## src/rtl/xfer_regs_pkg.sv

```systemverilog
package xfer_regs_pkg;
  localparam int REG_W  = 16;
  localparam int BYTE_W = 8;

  typedef enum logic {
    KIND_ADDR = 1'b0,
    KIND_CNT  = 1'b1
  } reg_kind_e;
endpackage

```

## src/rtl/xfer_rst_sync.sv

```systemverilog
module xfer_rst_sync (
  input  logic clk,
  input  logic rst_n,
  output logic rst_ns
);
  logic [1:0] sync_q;

  always_ff @(posedge clk or negedge rst_n) begin
    if (!rst_n) sync_q <= 2'b00;
    else        sync_q <= {sync_q[0], 1'b1};
  end

  assign rst_ns = sync_q[1];
endmodule

```

## src/rtl/xfer_byte_ptr.sv

```systemverilog
module xfer_byte_ptr (
  input  logic clk,
  input  logic rst_n,
  input  logic clr,
  input  logic step,
  output logic ptr
);
  logic ptr_q, ptr_d;

  always_comb begin
    ptr_d = ptr_q;
    if (clr)       ptr_d = 1'b0;
    else if (step) ptr_d = ~ptr_q;
  end

  always_ff @(posedge clk or negedge rst_n) begin
    if (!rst_n) ptr_q <= 1'b0;
    else        ptr_q <= ptr_d;
  end

  assign ptr = ptr_q;
endmodule

```

## src/rtl/xfer_chan_slot.sv

```systemverilog
module xfer_chan_slot
  import xfer_regs_pkg::*;
#(
  parameter int WSHIFT = 0,
  localparam int CW = REG_W + WSHIFT
) (
  input  logic              clk,
  input  logic              rst_n,
  input  logic              wr_lo,
  input  logic              wr_hi,
  input  reg_kind_e         kind,
  input  logic [BYTE_W-1:0] wdata,
  input  logic              stb,
  input  logic              dir_down,
  output logic [REG_W-1:0]  rd_addr,
  output logic [REG_W-1:0]  rd_cnt,
  output logic [CW-1:0]     done_o,
  output logic [REG_W-1:0]  base_addr_o
);
  logic [REG_W-1:0] base_addr_q, base_addr_d;
  logic [REG_W-1:0] base_cnt_q, base_cnt_d;
  logic [CW-1:0]    cur_q, cur_d;
  logic [CW-1:0]    done_q, done_d;
  logic             base_en, cur_en, done_en;
  logic [CW-1:0]    addr_full, cnt_full;

  // next-state for base registers
  always_comb begin
    base_addr_d = base_addr_q;
    base_cnt_d  = base_cnt_q;
    if (kind == KIND_ADDR) begin
      if (wr_lo) base_addr_d[BYTE_W-1:0]     = wdata;
      if (wr_hi) base_addr_d[REG_W-1:BYTE_W] = wdata;
    end else begin
      if (wr_lo) base_cnt_d[BYTE_W-1:0]      = wdata;
      if (wr_hi) base_cnt_d[REG_W-1:BYTE_W]  = wdata;
    end
  end

  // next-state for current address and transferred counter
  always_comb begin
    cur_d  = cur_q;
    done_d = done_q;
    if (wr_hi) begin
      cur_d  = CW'(base_addr_d) << WSHIFT;
      done_d = '0;
    end else if (stb) begin
      done_d = done_q + CW'(1);
    end
  end

  assign base_en = wr_lo | wr_hi;
  assign cur_en  = wr_hi;
  assign done_en = wr_hi | stb;

  always_ff @(posedge clk or negedge rst_n) begin
    if (!rst_n) begin
      base_addr_q <= '0;
      base_cnt_q  <= '0;
    end else if (base_en) begin
      base_addr_q <= base_addr_d;
      base_cnt_q  <= base_cnt_d;
    end
  end

  always_ff @(posedge clk or negedge rst_n) begin
    if (!rst_n)      cur_q <= '0;
    else if (cur_en) cur_q <= cur_d;
  end

  always_ff @(posedge clk or negedge rst_n) begin
    if (!rst_n)       done_q <= '0;
    else if (done_en) done_q <= done_d;
  end

  // live read-back values
  assign addr_full   = dir_down ? (cur_q - done_q) : (cur_q + done_q);
  assign cnt_full    = (CW'(base_cnt_q) << WSHIFT) - done_q;
  assign rd_addr     = addr_full[WSHIFT +: REG_W];
  assign rd_cnt      = cnt_full[WSHIFT +: REG_W];
  assign done_o      = done_q;
  assign base_addr_o = base_addr_q;
endmodule

```

## src/rtl/xfer_chan_regfile.sv

```systemverilog
module xfer_chan_regfile
  import xfer_regs_pkg::*;
#(
  parameter int NCH    = 4,
  parameter int WSHIFT = 0,
  localparam int IDX_W = $clog2(NCH),
  localparam int PA_W  = IDX_W + 1 + WSHIFT,
  localparam int CW    = REG_W + WSHIFT
) (
  input  logic              clk,
  input  logic              rst_n,
  input  logic [PA_W-1:0]   port_addr,
  input  logic              wr_en,
  input  logic              rd_en,
  input  logic [BYTE_W-1:0] wdata,
  output logic [BYTE_W-1:0] rdata,
  input  logic              ptr_clr,
  input  logic [NCH-1:0]    dir_down,
  input  logic [NCH-1:0]    xfer_stb
);
  logic                             rst_ns;
  logic                             ptr;
  logic [IDX_W:0]                   sel;
  logic [IDX_W-1:0]                 chan;
  reg_kind_e                        kind;
  logic                             wr_act, step;
  logic [NCH-1:0]                   wr_lo, wr_hi;
  logic [NCH-1:0][REG_W-1:0]        rd_addr, rd_cnt, base_addr;
  logic [NCH-1:0][CW-1:0]           done;
  logic [REG_W-1:0]                 word;

  xfer_rst_sync u_rst (
    .clk    (clk),
    .rst_n  (rst_n),
    .rst_ns (rst_ns)
  );

  assign sel    = port_addr[WSHIFT +: IDX_W+1];
  assign chan   = sel[IDX_W:1];
  assign kind   = reg_kind_e'(sel[0]);
  assign wr_act = wr_en & ~ptr_clr;
  assign step   = (wr_en | rd_en) & ~ptr_clr;

  xfer_byte_ptr u_ptr (
    .clk   (clk),
    .rst_n (rst_ns),
    .clr   (ptr_clr),
    .step  (step),
    .ptr   (ptr)
  );

  for (genvar c = 0; c < NCH; c++) begin : g_chan
    assign wr_lo[c] = wr_act & ~ptr & (chan == IDX_W'(c));
    assign wr_hi[c] = wr_act &  ptr & (chan == IDX_W'(c));

    xfer_chan_slot #(.WSHIFT(WSHIFT)) u_slot (
      .clk         (clk),
      .rst_n       (rst_ns),
      .wr_lo       (wr_lo[c]),
      .wr_hi       (wr_hi[c]),
      .kind        (kind),
      .wdata       (wdata),
      .stb         (xfer_stb[c]),
      .dir_down    (dir_down[c]),
      .rd_addr     (rd_addr[c]),
      .rd_cnt      (rd_cnt[c]),
      .done_o      (done[c]),
      .base_addr_o (base_addr[c])
    );
  end

  always_comb begin
    word  = (kind == KIND_CNT) ? rd_cnt[chan] : rd_addr[chan];
    rdata = ptr ? word[REG_W-1:BYTE_W] : word[BYTE_W-1:0];
  end
endmodule

```

## config.mk

```make
export PLATFORM = sky130hd
export DESIGN_NAME = xfer_chan_regfile
export DESIGN_NICKNAME = d
export VERILOG_FILES = /design/src/rtl/xfer_regs_pkg.sv /design/src/rtl/xfer_rst_sync.sv /design/src/rtl/xfer_byte_ptr.sv /design/src/rtl/xfer_chan_slot.sv /design/src/rtl/xfer_chan_regfile.sv
export SDC_FILE = /design/constraint.sdc
export NUM_CORES = 1
export LEC_CHECK = 0
export BUFFER_PORTS_ARGS = -buffer_cell sky130_fd_sc_hd__buf_2
export CAP_MARGIN = 20
export CORE_ASPECT_RATIO = 0.9
export CORE_UTILIZATION = 40
export CTS_BUF_LIST = sky130_fd_sc_hd__clkbuf_16
export DETAILED_ROUTE_END_ITERATION = 12
export GPL_TIMING_DRIVEN = 0
export PLACE_DENSITY = 0.63
export RECOVER_POWER = 25
export SETUP_SLACK_MARGIN = 0.4
export SYNTH_ARGS = -nofsm -noshare
export SYNTH_HDL_FRONTEND = slang
export SYNTH_HIERARCHICAL = 1
export SYNTH_SLANG_ARGS = --single-unit
```

## constraint.sdc

```tcl
create_clock -name clk -period 17.3 [get_ports clk]
set_input_delay 3.46 -clock clk [delete_from_list [all_inputs] [get_ports clk]]
set_output_delay 3.46 -clock clk [all_outputs]
set_load 0.005 [all_outputs]
```

## After elaboration in Yosys (flattened, before gate mapping)

Cells that the tools add are included.

| storage, ports and cells | value |
|---|---|
| flip-flop bits (word level) | 259 |
| output and inout bits | 8 |
| logic and storage cells | 115 |

| operators by class | value |
|---|---|
| $add $sub $neg | 16 |
| magnitude comparators | 1 |
| eq/ne operators | 3 |
| muxes and demuxes | 32 |
| bitwise gates (word level) | 23 |
| reduce and logical (&&, ||, !) cells | 18 |

Operators with widths:

| kind | number |
|---|---|
| two-way mux 16 bit | 19 |
| subtractor 16 bit | 8 |
| two-way mux 8 bit | 9 |
| adder 16 x 1 -> 16 bit, second input constant | 4 |
| adder 16 bit | 4 |
| binary-select mux 16 bit (select 2 bit) | 2 |
| AND reduction 3 bit | 8 |
| bitwise AND 1 bit | 12 |
| nonzero test 2 bit | 5 |
| bitwise OR 1 bit | 9 |
| AND reduction 2 bit | 4 |
| == test 2 bit, second input constant | 2 |
| less-than comparator 2 x 3 -> 1 bit, second input constant | 1 |
| == test 2 x 1 -> 1 bit, second input constant | 1 |
| logical NOT 2 bit | 1 |
| two-way mux 1 bit | 2 |
| NOT 1 bit | 2 |

## Logic depth before layout (Yosys ltp)

| logic depth | value |
|---|---|
| word-level depth | 6 |
| mapped depth | 16 |

## Cells and area by module

Netlist, hierarchy kept.

Modules (own cells, without submodules):

| module | times used | cells each | area an instance (um^2) | sequential area each (um^2) |
|---|---|---|---|---|
| xfer_chan_slot (g_chan[0].u_slot ...) | 2 | 412 | 4199.0 | 1601.5 |
| xfer_chan_slot (g_chan[3].u_slot) | 1 | 434 | 4340.4 | 1601.5 |
| xfer_chan_slot (g_chan[2].u_slot) | 1 | 434 | 4291.6 | 1601.5 |
| xfer_chan_regfile | 1 | 86 | 1132.3 | 0.0 |
| xfer_rst_sync | 1 | 3 | 53.8 | 50.0 |
| xfer_byte_ptr | 1 | 3 | 37.5 | 25.0 |

## Worst setup path after synthesis

Ideal clock, no wire load.

| timing path | value |
|---|---|
| path kind | input to output |
| start | input dir_down[2] |
| end | output rdata[6] |
| arrival time | 6.233 ns |
| data required time | 13.840 ns |
| slack | 7.607 ns |
| stages | 12 |
| cell sequence | clkbuf_1 mux2i_1 fa_1 a21o_1 a2111oi_0 o21ai_0 a31oi_1 o21bai_1 xor2_1 mux4_1 a22oi_1 nand2_1 |

RTL lines:

| element | line | RTL |
|---|---|---|
| start, declared | xfer_chan_regfile.sv:18 | `input logic [NCH-1:0] dir_down,` |
| end, declared | xfer_chan_regfile.sv:16 | `output logic [BYTE_W-1:0] rdata,` |

==> results.json <==
{
  "cpPeakStageDelay_ps": 660,
  "cpMaxStageDelayCell": "a2111oi_0",
  "hold_viol_final": 0,
  "finalSetupTns_ps": 0,
  "worstSetupPathType": "in -> out",
  "async_reset_ff_share_pct": 100.0,
  "postCtsResizedCells": 0,
  "power.leakage_uw": 0.009242,
  "initial_core_util_pct": 40.95,
  "grt_max_degree": 69,
  "cts_hold_buf": 0,
  "synth.area.top_cells": "dfrtp_1 (36%), mux2_2 (12%), ha_1 (8.8%)",
  "io_buffers": 27,
  "synth_ff_type": "dfrtp_1",
  "clk_path_buf_depth": 3,
  "core.rowCount": 73,
  "period_share_pct": 62.99,
  "h-tree-depth": 1,
  "setup_violations": 0,
  "synth_edf_count": 0,
  "avgSynthCellArea_um2": 10.23,
  "finalCriticalPeriod_ps": 10900,
  "clock_tree.root_cell": "clkbuf_16",
  "die-area_um2": 46490,
  "ys_warn_count": 6,
  "final_cell_mix": "dfrtp_1 (259), mux2_2 (188), xnor2_1 (181)",
  "skew_ps": 13.48,
  "wl_um": 51500,
  "syn-cell-area_um2": 18250,
  "clkSlewWorstSetupHoldPaths_ps": 60,
  "synth_top_cell_area_share_pct": 35.51,
  "cp_max_fo": 10,
  "tightest_slew_ps": 3640,
  "dp_cells": 2415,
  "die_y_um": 204.7,
  "cp-end-kind": "output port",
  "stdcell_count": 2472,
  "grtUsageTotal_pct": 22.30,
  "drtIter0Drc": 1119,
  "cts_tree": "built",
  "wire_per_inst_um": 20.83,
  "drv_slew": 181,
  "ir_drop_v": 0.00009526,
  "rsz0062_at_grt": "no",
  "overflow": 0,
  "ys_ff_latch": 259,
  "synth_cell_type_count": 82,
  "path_cells": "buf_2 > clkbuf_1 > mux2i_1 > fa_1 > a21o_1 > a2111oi_0 > o21ai_0 > a31oi_1 > o21bai_1 > xor2_1 > mux4_1 > a22oi_1 > nand2_1 > buf_2",
  "final_common_cell": "dfrtp_1",
  "ios": 32,
  "critical_path.most_common_cell": "buf_2",
  "gp_congestion": 0.9248,
  "dp_hpwl_um": 38560,
  "postCtsSetupBuffers": 0,
  "power.density_nw_per_um2": 168.9,
  "clk_latency_ps": 580,
  "crit_required_ps": 13840,
  "yosysTopAreaCell": "dfrtp_1",
  "finalNetCount": 2007,
  "drc_errors": 0,
  "outcome": "complete, but fails checks",
  "core_area_um2": 44570,
  "synthCells": 1784,
  "grt_pass1_vias": 13394,
  "fmax_ghz": 0.09176,
  "ant_nets": 0,
  "grt_first_pass_wirelength_um": 78360,
  "numCtsBuffers": 30,
  "violations": "max-capacitance violations, max-slew violations",
  "crit_path_start_kind": "primary input",
  "worst_slew_margin_rel_pct": -142.7,
  "yosysSeqAreaShare_pct": 35.51,
  "cap_violations": 3,
  "antenna_found_initial": 6,
  "syn2layout_area_growth_pct": 10.43,
  "drive_above_1_share_pct": 16.89,
  "hold_path.class": "reg -> reg",
  "dr.pass1.iters": 5,
  "fp.dieW_um": 227.2,
  "viasPerCell": 5.668,
  "vias": 14012,
  "syn_nets": 1944,
  "cts.sinks": 259,
  "crit_arrival_ps": 7440
}
-- through the flow --
step | hold slack, ps | setup WS, ps | power, uW | instance area, um^2 | utilization (%)
5_1_grt | 377.2 | 6297 | 3609 | 20160 | 45.22
3_3_place_gp | 339.5 | 6556 | 2699 | 19140 | 42.94
2_1_floorplan | 331.2 | 7607 | 2175 | 18250 | -
6_report | 353.7 | 6402 | 3405 | 20160 | 45.23
3_5_place_dp | 313.7 | 6548 | 2734 | 19250 | 43.20
4_1_cts | 320.5 | 6519 | 3388 | 20230 | 45.39
-- where the power goes --
part / leakage (uW) / internal, uW / total [uW] / switching (uW)
combinational: 0.00542 / 794 / 1900 / 1110
clock: 0.000486 / 368 / 631 / 264
sequential: 0.00334 / 745 / 874 / 129
total: 0.00924 / 1910 / 3410 / 1500
-- final timing paths --
| path | depth (start not counted) | start | slack (ps) | end |
|---|---|---|---|---|
| max | 14 | dir_down[2] | 6400 | rdata[6] |
| min | 0 | u_rst/sync_q[0]$_DFF_PN0_ | 350 | u_rst/sync_q[1]$_DFF_PN0_ |
| max reg2reg | 1 | u_rst/sync_q[1]$_DFF_PN0_ | 12720 | g_chan[3].u_slot/base_addr_o[13]$_DFFE_PN0P_ |
| min reg2reg | 0 | u_rst/sync_q[0]$_DFF_PN0_ | 350 | u_rst/sync_q[1]$_DFF_PN0_ |
| max in group asynchronous | 1 | u_rst/sync_q[1]$_DFF_PN0_ | 12720 | g_chan[3].u_slot/base_addr_o[13]$_DFFE_PN0P_ |
| min in group asynchronous | 0 | u_rst/sync_q[1]$_DFF_PN0_ | 520 | g_chan[1].u_slot/base_addr_o[11]$_DFFE_PN0P_ |
-- metal layers --
layer | up-vias | GRT usage [%] | share of wire, %
li1 | 6545 | - | -
met1 | 6945 | 31.63 | 46
met2 | 422 | 33.70 | 43
met3 | 98 | 4.174 | 7.0
met4 | 2 | 8.006 | 3.8
met5 | - | 0 | 0.023
-- sequential cells by signal, indices dropped and copies added (netlist names) --
| name | flops |
|---|---|
| g_chan.u_slot/base_addr_o | 64 |
| g_chan.u_slot/base_cnt_q | 64 |
| g_chan.u_slot/cur_q | 64 |
| g_chan.u_slot/done_o | 64 |
| u_rst/sync_q | 2 |
| u_ptr/ptr | 1 |
-- cell usage after synthesis, types with 8 or more instances --
| master | instances |
|---|---|
| nor2_1 | 160 |
| and3_1 | 9 |
| buf_1 | 8 |
| nand3_1 | 29 |
| nand4_1 | 18 |
| fa_1 | 8 |
| nand2_1 | 85 |
| a211oi_1 | 12 |
| nand2b_1 | 18 |
| a22oi_1 | 16 |
| a31oi_1 | 34 |
| mux2i_1 | 12 |
| o211ai_1 | 8 |
| a211o_1 | 8 |
| o21a_1 | 23 |
| clkbuf_1 | 35 |
| mux2_2 | 188 |
| o31ai_1 | 10 |
| nor3_1 | 43 |
| a21oi_1 | 96 |
| mux4_2 | 12 |
| xnor2_1 | 181 |
| xor2_1 | 38 |
| nor2b_1 | 25 |
| o21ai_0 | 50 |
| ha_1 | 128 |
| inv_1 | 97 |
| a21o_1 | 34 |
| mux4_1 | 20 |
| dfrtp_1 | 259 |
-- worst max-delay path, delay by kind of cell --
kind	cells	cell delay, ps
fa+ha+maj	1	470
simple gates	1	140
mux	2	730
compound gates	6	1700
xor+xnor	1	200
buf+inv	3	740
-- cell type report --
cell class,count,area (um^2)
well taps,600,750.7
diodes,1,2.502
multi-input cells,1366,11100
fillers,4273,24410
clock buffers,31,775.7
repair buffers,31,173.9
flip-flops and latches,259,6481
plain buffers,58,295.3
inverters,101,379.1
clock inverters,25,201.4
-- kinds of logic after synthesis --
family,after synthesis,share of synthesized area (%)
XOR/XNOR,219,10.51
other,1,0.02054
buffers and inverters,159,3.695
AO/OA/AOI/OAI,351,12.70
AND/OR/NAND/NOR,427,11.30
adder cells (fa/ha/maj),136,9.651
flip-flops,259,35.51
multiplexers,232,16.62
No activity file was read; power rests on OpenSTA's default activity.
